==> src/rtl/smac_pkg.sv <==
package smac_pkg;

  typedef enum logic [1:0] {
    MODE_SPLIT = 2'd0,
    MODE_WIDE  = 2'd1,
    MODE_CPLX  = 2'd2,
    MODE_WIDE2 = 2'd3
  } smac_mode_e;

  // Half-word and complex modes keep two independent accumulator lanes.
  function automatic logic lanes_split(input smac_mode_e m);
    return (m == MODE_SPLIT) || (m == MODE_CPLX);
  endfunction

endpackage

==> src/rtl/smac_halfmul.sv <==
module smac_halfmul #(
  parameter int HW = 8
) (
  input  logic [HW-1:0]   x,
  input  logic [HW-1:0]   y,
  output logic [2*HW-1:0] p
);

  logic signed [2*HW-1:0] xs;
  logic signed [2*HW-1:0] ys;

  assign xs = {{HW{x[HW-1]}}, x};
  assign ys = {{HW{y[HW-1]}}, y};
  assign p  = xs * ys;

endmodule

==> src/rtl/smac_mul_stage.sv <==
module smac_mul_stage #(
  parameter int DW = 16
) (
  input  logic                clk,
  input  logic                rst_n,
  input  logic                in_en,
  input  logic [1:0]          mode_in,
  input  logic                clr_in,
  input  logic [DW-1:0]       a,
  input  logic [DW-1:0]       b,
  output logic                vld_q,
  output logic [1:0]          mode_q,
  output logic                clr_q,
  output logic [DW-1:0]       a_q,
  output logic [DW-1:0]       b_q,
  output logic [3:0][DW-1:0]  pp_q
);

  localparam int HW = DW / 2;

  // pp index: bit1 picks the half of A, bit0 the half of B (1 = upper).
  logic [3:0][DW-1:0] pp_c;
  logic [3:0][DW-1:0] pp_d;
  logic [DW-1:0]      a_d;
  logic [DW-1:0]      b_d;
  logic [1:0]         mode_d;
  logic               clr_d;

  for (genvar g = 0; g < 4; g++) begin : g_sub
    logic [HW-1:0] xa;
    logic [HW-1:0] yb;
    assign xa = ((g / 2) == 1) ? a[DW-1:HW] : a[HW-1:0];
    assign yb = ((g % 2) == 1) ? b[DW-1:HW] : b[HW-1:0];
    smac_halfmul #(.HW(HW)) u_mul (
      .x (xa),
      .y (yb),
      .p (pp_c[g])
    );
  end

  always_comb begin
    pp_d   = in_en ? pp_c    : pp_q;
    a_d    = in_en ? a       : a_q;
    b_d    = in_en ? b       : b_q;
    mode_d = in_en ? mode_in : mode_q;
    clr_d  = in_en ? clr_in  : clr_q;
  end

  always_ff @(posedge clk or negedge rst_n) begin
    if (!rst_n) begin
      vld_q  <= 1'b0;
      pp_q   <= '0;
      a_q    <= '0;
      b_q    <= '0;
      mode_q <= '0;
      clr_q  <= 1'b0;
    end else begin
      vld_q  <= in_en;
      pp_q   <= pp_d;
      a_q    <= a_d;
      b_q    <= b_d;
      mode_q <= mode_d;
      clr_q  <= clr_d;
    end
  end


  half_sign_chk: assert property (@(posedge clk) disable iff (!rst_n)
    (in_en && (a[DW-1:HW] != '0) && (b[DW-1:HW] != '0))
      |=> (pp_q[3][DW-1] == $past(a[DW-1] ^ b[DW-1])));

endmodule

==> src/rtl/smac_csa_tree.sv <==
module smac_csa_tree #(
  parameter int WD = 40,
  parameter int LW = 20
) (
  input  logic [7:0][WD-1:0] rows,
  input  logic               split,
  output logic [WD-1:0]      total
);

  localparam logic [WD-1:0] LANE_BIT = WD'(1) << LW;

  // 3:2 compressor; the carry into the lane boundary is dropped when split.
  function automatic logic [2*WD-1:0] csa3(
    input logic [WD-1:0] x,
    input logic [WD-1:0] y,
    input logic [WD-1:0] z,
    input logic [WD-1:0] kill
  );
    logic [WD-1:0] s;
    logic [WD-1:0] m;
    logic [WD-1:0] c;
    s = x ^ y ^ z;
    m = (x & y) | (x & z) | (y & z);
    c = {m[WD-2:0], 1'b0} & ~kill;
    return {s, c};
  endfunction

  logic [WD-1:0]   kill;
  logic [WD-1:0]   s0, c0, s1, c1, s2, c2, s3, c3, s4, c4, s5, c5;
  logic [LW:0]     lo_sum;
  logic            lo_cout;
  logic [WD-LW-1:0] hi_sum;

  always_comb begin
    kill       = split ? LANE_BIT : '0;
    {s0, c0}   = csa3(rows[0], rows[1], rows[2], kill);
    {s1, c1}   = csa3(rows[3], rows[4], rows[5], kill);
    {s2, c2}   = csa3(s0, c0, s1, kill);
    {s3, c3}   = csa3(c1, rows[6], rows[7], kill);
    {s4, c4}   = csa3(s2, c2, s3, kill);
    {s5, c5}   = csa3(s4, c4, c3, kill);
    lo_sum     = {1'b0, s5[LW-1:0]} + {1'b0, c5[LW-1:0]};
    lo_cout    = split ? 1'b0 : lo_sum[LW];
    hi_sum     = s5[WD-1:LW] + c5[WD-1:LW] + {{(WD-LW-1){1'b0}}, lo_cout};
    total      = {hi_sum, lo_sum[LW-1:0]};
  end

endmodule

==> src/rtl/smac_acc_stage.sv <==
module smac_acc_stage
  import smac_pkg::*;
#(
  parameter int DW = 16,
  parameter int AW = 40
) (
  input  logic               clk,
  input  logic               rst_n,
  input  logic               vld,
  input  smac_mode_e         mode,
  input  logic               clr,
  input  logic [DW-1:0]      a_q,
  input  logic [DW-1:0]      b_q,
  input  logic [3:0][DW-1:0] pp,
  output logic [AW-1:0]      acc_q
);

  localparam int HW = DW / 2;
  localparam int LW = AW / 2;
  localparam logic [AW-1:0] TOP_CORR = AW'(0) - (AW'(1) << (2 * HW));

  function automatic logic [LW-1:0] lane_ext(input logic [DW-1:0] p);
    return {{(LW-DW){p[DW-1]}}, p};
  endfunction

  function automatic logic [AW-1:0] wide_ext(input logic [DW-1:0] p);
    return {{(AW-DW){p[DW-1]}}, p};
  endfunction

  logic [7:0][AW-1:0] rows;
  logic [AW-1:0]      base;
  logic [AW-1:0]      total;
  logic [AW-1:0]      acc_d;
  logic               split;

  always_comb begin
    base    = clr ? '0 : acc_q;
    split   = lanes_split(mode);
    rows    = '0;
    rows[0] = base;
    case (mode)
      MODE_SPLIT: begin
        rows[1] = {lane_ext(pp[3]), lane_ext(pp[0])};
      end
      MODE_CPLX: begin
        rows[1] = {lane_ext(pp[3]), lane_ext(pp[1])};
        rows[2] = {~lane_ext(pp[0]), lane_ext(pp[2])};
        rows[3] = {LW'(1), LW'(0)};
      end
      default: begin
        rows[1] = wide_ext(pp[3]) << (2 * HW);
        rows[2] = wide_ext(pp[2]) << HW;
        rows[3] = wide_ext(pp[1]) << HW;
        rows[4] = wide_ext(pp[0]);
        rows[5] = b_q[HW-1] ? (wide_ext(a_q) << HW) : '0;
        rows[6] = a_q[HW-1] ? (wide_ext(b_q) << HW) : '0;
        rows[7] = (a_q[HW-1] && b_q[HW-1]) ? TOP_CORR : '0;
      end
    endcase
  end

  smac_csa_tree #(.WD(AW), .LW(LW)) u_tree (
    .rows  (rows),
    .split (split),
    .total (total)
  );

  always_comb begin
    acc_d = vld ? total : acc_q;
  end

  always_ff @(posedge clk or negedge rst_n) begin
    if (!rst_n) acc_q <= '0;
    else        acc_q <= acc_d;
  end


  lane_isolate_chk: assert property (@(posedge clk) disable iff (!rst_n)
    (vld && !clr && (mode == MODE_SPLIT) && (pp[0] == '0))
      |=> $stable(acc_q[LW-1:0]));

endmodule

==> src/rtl/smac_unit.sv <==
module smac_unit
  import smac_pkg::*;
#(
  parameter int DATA_W  = 16,
  parameter int GUARD_W = 8
) (
  input  logic                          clk,
  input  logic                          rst_n,
  input  logic                          in_valid,
  input  logic [1:0]                    mode_sel,
  input  logic                          acc_clr,
  input  logic [DATA_W-1:0]             op_a,
  input  logic [DATA_W-1:0]             op_b,
  output logic [2*DATA_W+GUARD_W-1:0]   acc_out
);

  localparam int ACC_W = 2 * DATA_W + GUARD_W;

  logic [1:0]               rst_pipe;
  logic                     rst_q;
  logic                     vld_s1;
  logic [1:0]               mode_s1;
  logic                     clr_s1;
  logic [DATA_W-1:0]        a_s1;
  logic [DATA_W-1:0]        b_s1;
  logic [3:0][DATA_W-1:0]   pp_s1;

  always_ff @(posedge clk or negedge rst_n) begin
    if (!rst_n) rst_pipe <= 2'b00;
    else        rst_pipe <= {rst_pipe[0], 1'b1};
  end
  assign rst_q = rst_pipe[1];

  smac_mul_stage #(.DW(DATA_W)) u_mul (
    .clk     (clk),
    .rst_n   (rst_q),
    .in_en   (in_valid),
    .mode_in (mode_sel),
    .clr_in  (acc_clr),
    .a       (op_a),
    .b       (op_b),
    .vld_q   (vld_s1),
    .mode_q  (mode_s1),
    .clr_q   (clr_s1),
    .a_q     (a_s1),
    .b_q     (b_s1),
    .pp_q    (pp_s1)
  );

  smac_acc_stage #(.DW(DATA_W), .AW(ACC_W)) u_acc (
    .clk   (clk),
    .rst_n (rst_q),
    .vld   (vld_s1),
    .mode  (smac_mode_e'(mode_s1)),
    .clr   (clr_s1),
    .a_q   (a_s1),
    .b_q   (b_s1),
    .pp    (pp_s1),
    .acc_q (acc_out)
  );


  idle_hold_chk: assert property (@(posedge clk) disable iff (!rst_q)
    !in_valid |=> ##1 $stable(acc_out));


  clear_zero_chk: assert property (@(posedge clk) disable iff (!rst_q)
    (in_valid && acc_clr && (op_a == '0)) |=> ##1 (acc_out == '0));


  zero_operand_chk: assert property (@(posedge clk) disable iff (!rst_q)
    (in_valid && !acc_clr && (op_b == '0)) |=> ##1 $stable(acc_out));

endmodule

==> config.mk <==
export PLATFORM = sky130hd
export DESIGN_NAME = smac_unit
export DESIGN_NICKNAME = d
export VERILOG_FILES = /design/src/rtl/smac_pkg.sv /design/src/rtl/smac_halfmul.sv /design/src/rtl/smac_mul_stage.sv /design/src/rtl/smac_csa_tree.sv /design/src/rtl/smac_acc_stage.sv /design/src/rtl/smac_unit.sv
export SDC_FILE = /design/constraint.sdc
export NUM_CORES = 1
export LEC_CHECK = 0
export CORE_AREA = 4 4 234 236
export CTS_BUF_LIST = sky130_fd_sc_hd__clkbuf_4
export CTS_CLUSTER_SIZE = 30
export DETAILED_ROUTE_END_ITERATION = 10
export DIE_AREA = 0 0 238 240
export GPL_TIMING_DRIVEN = 0
export PLACE_DENSITY = 0.56
export REMOVE_ABC_BUFFERS = 1
export SLEW_MARGIN = 20
export SYNTH_ARGS = -nofsm -noshare
export SYNTH_HDL_FRONTEND = slang
export SYNTH_SLANG_ARGS = --single-unit
export TNS_END_PERCENT = 30
==> constraint.sdc <==
create_clock -name clk -period 5.45 [get_ports clk]
set_input_delay 0.545 -clock clk [delete_from_list [all_inputs] [get_ports clk]]
set_output_delay 0.545 -clock clk [all_outputs]
set_load 0.03 [all_outputs]
==> flow_results.xml <==
<?xml version="1.0" encoding="UTF-8"?>
<metrics>
  <group name="run_status">
    <metric name="status" unit="">complete, but fails checks</metric>
    <metric name="violations" unit="">negative setup slack</metric>
  </group>
  <group name="routing">
    <metric name="final_antenna_net_count" unit="">0</metric>
    <metric name="detail_route.first_pass.iterations" unit="">5</metric>
    <metric name="vias_per_cell" unit="">5.14</metric>
    <metric name="wl_per_cell" unit="um">18.5</metric>
    <metric name="detail_route.iter0.violations" unit="">842</metric>
    <metric name="wirelength" unit="mm">57.0</metric>
    <metric name="drt_drc_violations_left" unit="">0</metric>
    <metric name="via_count" unit="">15800</metric>
  </group>
  <group name="cts">
    <metric name="ctsRootBufferMaster" unit="">sky130_fd_sc_hd__clkbuf_4</metric>
    <metric name="cts.reportedPaths.clkPinSlew" unit="ps">140</metric>
    <metric name="clock_insertion_delay_worst_skew" unit="ps">670</metric>
    <metric name="cts.sink_count" unit="">142</metric>
    <metric name="clock_buffers_created_by_tritoncts" unit="">17</metric>
    <metric name="cts_max_path_buffers" unit="">2</metric>
    <metric name="tritoncts" unit="">yes</metric>
    <metric name="htree_levels" unit="">4</metric>
  </group>
  <group name="final_layout">
    <metric name="multi_input_area" unit="sq um">17200</metric>
    <metric name="drive_above_1_share" unit="">0.117</metric>
    <metric name="layout.area.seq" unit="sq um">3570</metric>
    <metric name="fill_cells" unit="">4901</metric>
    <metric name="area.growth.synth_to_final" unit="%">12.0</metric>
    <metric name="finish.net_count" unit="">2970</metric>
  </group>
  <group name="sta">
    <metric name="timing_max_transition_violations_final" unit="">0</metric>
    <metric name="layout_worst_path_cycle_share" unit="">1.19</metric>
    <metric name="timing_worst_slew_pin_value" unit="ps">1020</metric>
    <metric name="max_slew_margin" unit="">0.321</metric>
    <metric name="timing.final.setup_violations" unit="">19</metric>
    <metric name="setup_slack_of_the_critical_path_after_layout" unit="ps">-1050</metric>
    <metric name="clock.fmax" unit="MHz">154</metric>
    <metric name="rsz_0062_raised_after_global_routing" unit="">yes</metric>
    <metric name="post-route-min-period" unit="ps">6500</metric>
    <metric name="finalHoldViolCount" unit="">0</metric>
    <metric name="finalClockSkew" unit="ps">31.0</metric>
  </group>
  <group name="global_route">
    <metric name="grt_antenna_before_repair" unit="">2</metric>
    <metric name="grt.total_usage" unit="">0.208</metric>
    <metric name="globalRoute.totalOverflow" unit="">0</metric>
    <metric name="grt_pass1_vias" unit="">17100</metric>
    <metric name="grt_first_pass_wirelength" unit="mm">93.8</metric>
    <metric name="grt_max_degree" unit="">75</metric>
  </group>
  <group name="critical_path">
    <metric name="arr_time_crit_path" unit="ps">7050</metric>
    <metric name="cpMostUsedCell" unit="">sky130_fd_sc_hd__fa_2</metric>
    <metric name="crit_path_max_incr_delay" unit="ps">610</metric>
    <metric name="worst-setup-path-type" unit="">flip-flop to flip-flop</metric>
    <metric name="critPathCaptureType" unit="">flip-flop</metric>
    <metric name="critical_path.startpoint_type" unit="">flip-flop</metric>
    <metric name="cpMaxStageDelayCell" unit="">sky130_fd_sc_hd__dfrtp_4</metric>
    <metric name="r2r_cells" unit="">28</metric>
    <metric name="timing.critical_path.fanout_max" unit="">6</metric>
    <metric name="timing.critical_path.required" unit="ps">6000</metric>
  </group>
  <group name="logic_synthesis">
    <metric name="ys.warnings.count" unit="">0</metric>
    <metric name="cell_type_contributing_the_most_total_cell_area_after_synthesis" unit="">sky130_fd_sc_hd__fa_1</metric>
    <metric name="synthesis.area_per_instance" unit="sq um">9.72</metric>
    <metric name="sequential_area_share_after_synthesis" unit="">0.159</metric>
    <metric name="number_of_synthesized_register_bits" unit="">142</metric>
    <metric name="post_synth_instance_area" unit="sq um">22400</metric>
    <metric name="synth_edf_count" unit="">0</metric>
    <metric name="ys_types" unit="">66</metric>
    <metric name="yosysTopAreaCellShare" unit="">0.345</metric>
    <metric name="synth_cells" unit="">2302</metric>
    <metric name="synth-main-ff-cell" unit="">sky130_fd_sc_hd__dfrtp_1</metric>
    <metric name="ys_async_sr_fraction" unit="">1.00</metric>
    <metric name="synth.top_cells.by_area" unit="">sky130_fd_sc_hd__fa_1 (34%), sky130_fd_sc_hd__dfrtp_1 (16%), sky130_fd_sc_hd__ha_1 (9.7%)</metric>
  </group>
  <group name="placed_design">
    <metric name="detailedPlacementHpwl" unit="mm">43.3</metric>
    <metric name="port_buffers" unit="">77</metric>
    <metric name="dpl_worst_slack" unit="ps">-2600</metric>
    <metric name="gpl.final_weighted_congestion" unit="">0.874</metric>
  </group>
  <group name="worst_hold_path">
    <metric name="worstHoldPathCells" unit="">2</metric>
    <metric name="hold_path_class" unit="">input pin to flip-flop</metric>
  </group>
  <group name="die">
    <metric name="floorplan.core_area" unit="sq um">52400</metric>
    <metric name="placement_rows" unit="">84</metric>
    <metric name="die_w" unit="um">238</metric>
    <metric name="initial_core_util" unit="">0.426</metric>
    <metric name="io_pins" unit="">78</metric>
    <metric name="floorplan.die.height" unit="um">240</metric>
    <metric name="dieArea" unit="sq um">57100</metric>
  </group>
  <group name="flow_run">
    <metric name="max_cap_violations" unit="">0</metric>
  </group>
</metrics>
-- cells by family (layout without fill, tap and decap cells) --
logic type	Yosys count	in the layout	synth area share
multiplexers	111	111	0.0549
flip-flops	142	142	0.159
other	1	4	0.000168
AO/OA/AOI/OAI	274	274	0.0809
XOR/XNOR	78	78	0.0305
adder cells (fa/ha/maj)	559	559	0.442
AND/OR/NAND/NOR	597	598	0.141
buffers and inverters	540	622	0.0912
-- worst max-delay path: cells and delay by family, from the launching register on --
| kind | cells | cell delay, ps |
|---|---|---|
| compound gates | 9 | 1660 |
| fa+ha+maj | 7 | 2460 |
| buf+inv | 5 | 600 |
| flops | 1 | 610 |
| simple gates | 7 | 1040 |
-- cell type report --
cell class / instances / area share
antenna: 3 / 0.000300
clock buffer: 18 / 0.00539
clock inverter: 13 / 0.00749
inverter: 459 / 0.0691
multi-input combinational: 1621 / 0.685
sequential: 142 / 0.143
tap: 688 / 0.0344
timing repair buffer: 132 / 0.0560
-- state kept, by name (all words and copies together), names as in the netlist --
name and count:
u_mul.mode_q 2, u_mul.clr_q 1, u_acc.acc_q 40, u_mul.b_q 16, u_mul.vld_q 1, u_mul.a_q 16
u_mul.pp_q 64, rst_pipe 2
-- stage by stage --
step	area (sq um)	instances	utilization	TNS (ps)	hold WS [ps]
2_1_floorplan	22000	2221	-	-49130	249
3_3_place_gp	23700	2986	0.452	-271160	335
3_5_place_dp	23800	2991	0.454	-48700	339
4_1_cts	24700	3058	0.471	-14330	210
5_1_grt	25100	3076	0.478	-18780	216
6_report	25100	3076	0.478	-15410	253
-- cells in the final DEF, fill, tap and decap left out, drive strengths merged, types with 49 or more instances in the layout --
cell	count
o21ai	80
fa	385
and2	176
mux2	94
inv	461
buf	54
nand2	142
xnor2	70
ha	174
dfrtp	142
nor2	70
a21oi	61
nand2b	49
clkdlybuf4s50	74
-- worst paths after layout --
check	startpoint	endpoint	slack [ps]
min in group asynchronous	rst_pipe[1]	u_acc.acc_q[26]	360
hold / removal	in_valid	u_mul.pp_q[45]	250
max in group asynchronous	rst_pipe[1]	u_mul.pp_q[40]	4070
setup / recovery	u_mul.mode_q[0]	u_acc.acc_q[36]	-1050
setup reg to reg	u_mul.mode_q[0]	u_acc.acc_q[36]	-1050
hold reg to reg	rst_pipe[1]	u_acc.acc_q[26]	360
-- cell usage after synthesis (3+ instances only) --
master,n
sky130_fd_sc_hd__mux2i_1,17
sky130_fd_sc_hd__or2_2,14
sky130_fd_sc_hd__a31oi_4,3
sky130_fd_sc_hd__dfrtp_1,142
sky130_fd_sc_hd__o21bai_1,11
sky130_fd_sc_hd__a21boi_0,3
sky130_fd_sc_hd__o211ai_1,7
sky130_fd_sc_hd__a31oi_1,10
sky130_fd_sc_hd__a21o_1,17
sky130_fd_sc_hd__a211o_1,5
sky130_fd_sc_hd__o31ai_1,10
sky130_fd_sc_hd__o211a_1,3
sky130_fd_sc_hd__a22oi_1,6
sky130_fd_sc_hd__nor3_1,34
sky130_fd_sc_hd__or3_1,9
sky130_fd_sc_hd__nor2_1,70
sky130_fd_sc_hd__ha_1,174
sky130_fd_sc_hd__buf_1,9
sky130_fd_sc_hd__fa_1,385
sky130_fd_sc_hd__a21oi_1,58
sky130_fd_sc_hd__nand4b_1,3
sky130_fd_sc_hd__o21ai_0,77
sky130_fd_sc_hd__inv_1,459
sky130_fd_sc_hd__xor2_1,8
sky130_fd_sc_hd__nand3b_1,3
sky130_fd_sc_hd__nand2b_1,48
sky130_fd_sc_hd__and2_1,175
sky130_fd_sc_hd__nor2b_1,39
sky130_fd_sc_hd__xnor2_1,70
sky130_fd_sc_hd__nand2_1,142
sky130_fd_sc_hd__mux2_2,94
sky130_fd_sc_hd__and3_1,27
sky130_fd_sc_hd__a211oi_1,13
sky130_fd_sc_hd__nand3_1,23
sky130_fd_sc_hd__clkbuf_1,69
sky130_fd_sc_hd__o21a_1,23
-- metal layers --
metal | vias up | track usage | part of all wire
met5 | - | 0 | 0
met4 | 0 | 0.0570 | 0.029
met3 | 51 | 0.0240 | 0.036
met2 | 301 | 0.334 | 0.46
met1 | 8084 | 0.302 | 0.48
li1 | 7365 | - | -
-- repair_timing --
item,CTS,global route
setup endpoints to repair,30,21
resized for setup,54,50
hold buffers,1,0
gates cloned,5,0
endpoints found under the hold margin,2,0
pin swaps,39,39
buffers inserted,30,15
Power is not shown: default switching activity piles up to over one toggle a cycle in this logic, so the estimate is an artifact.
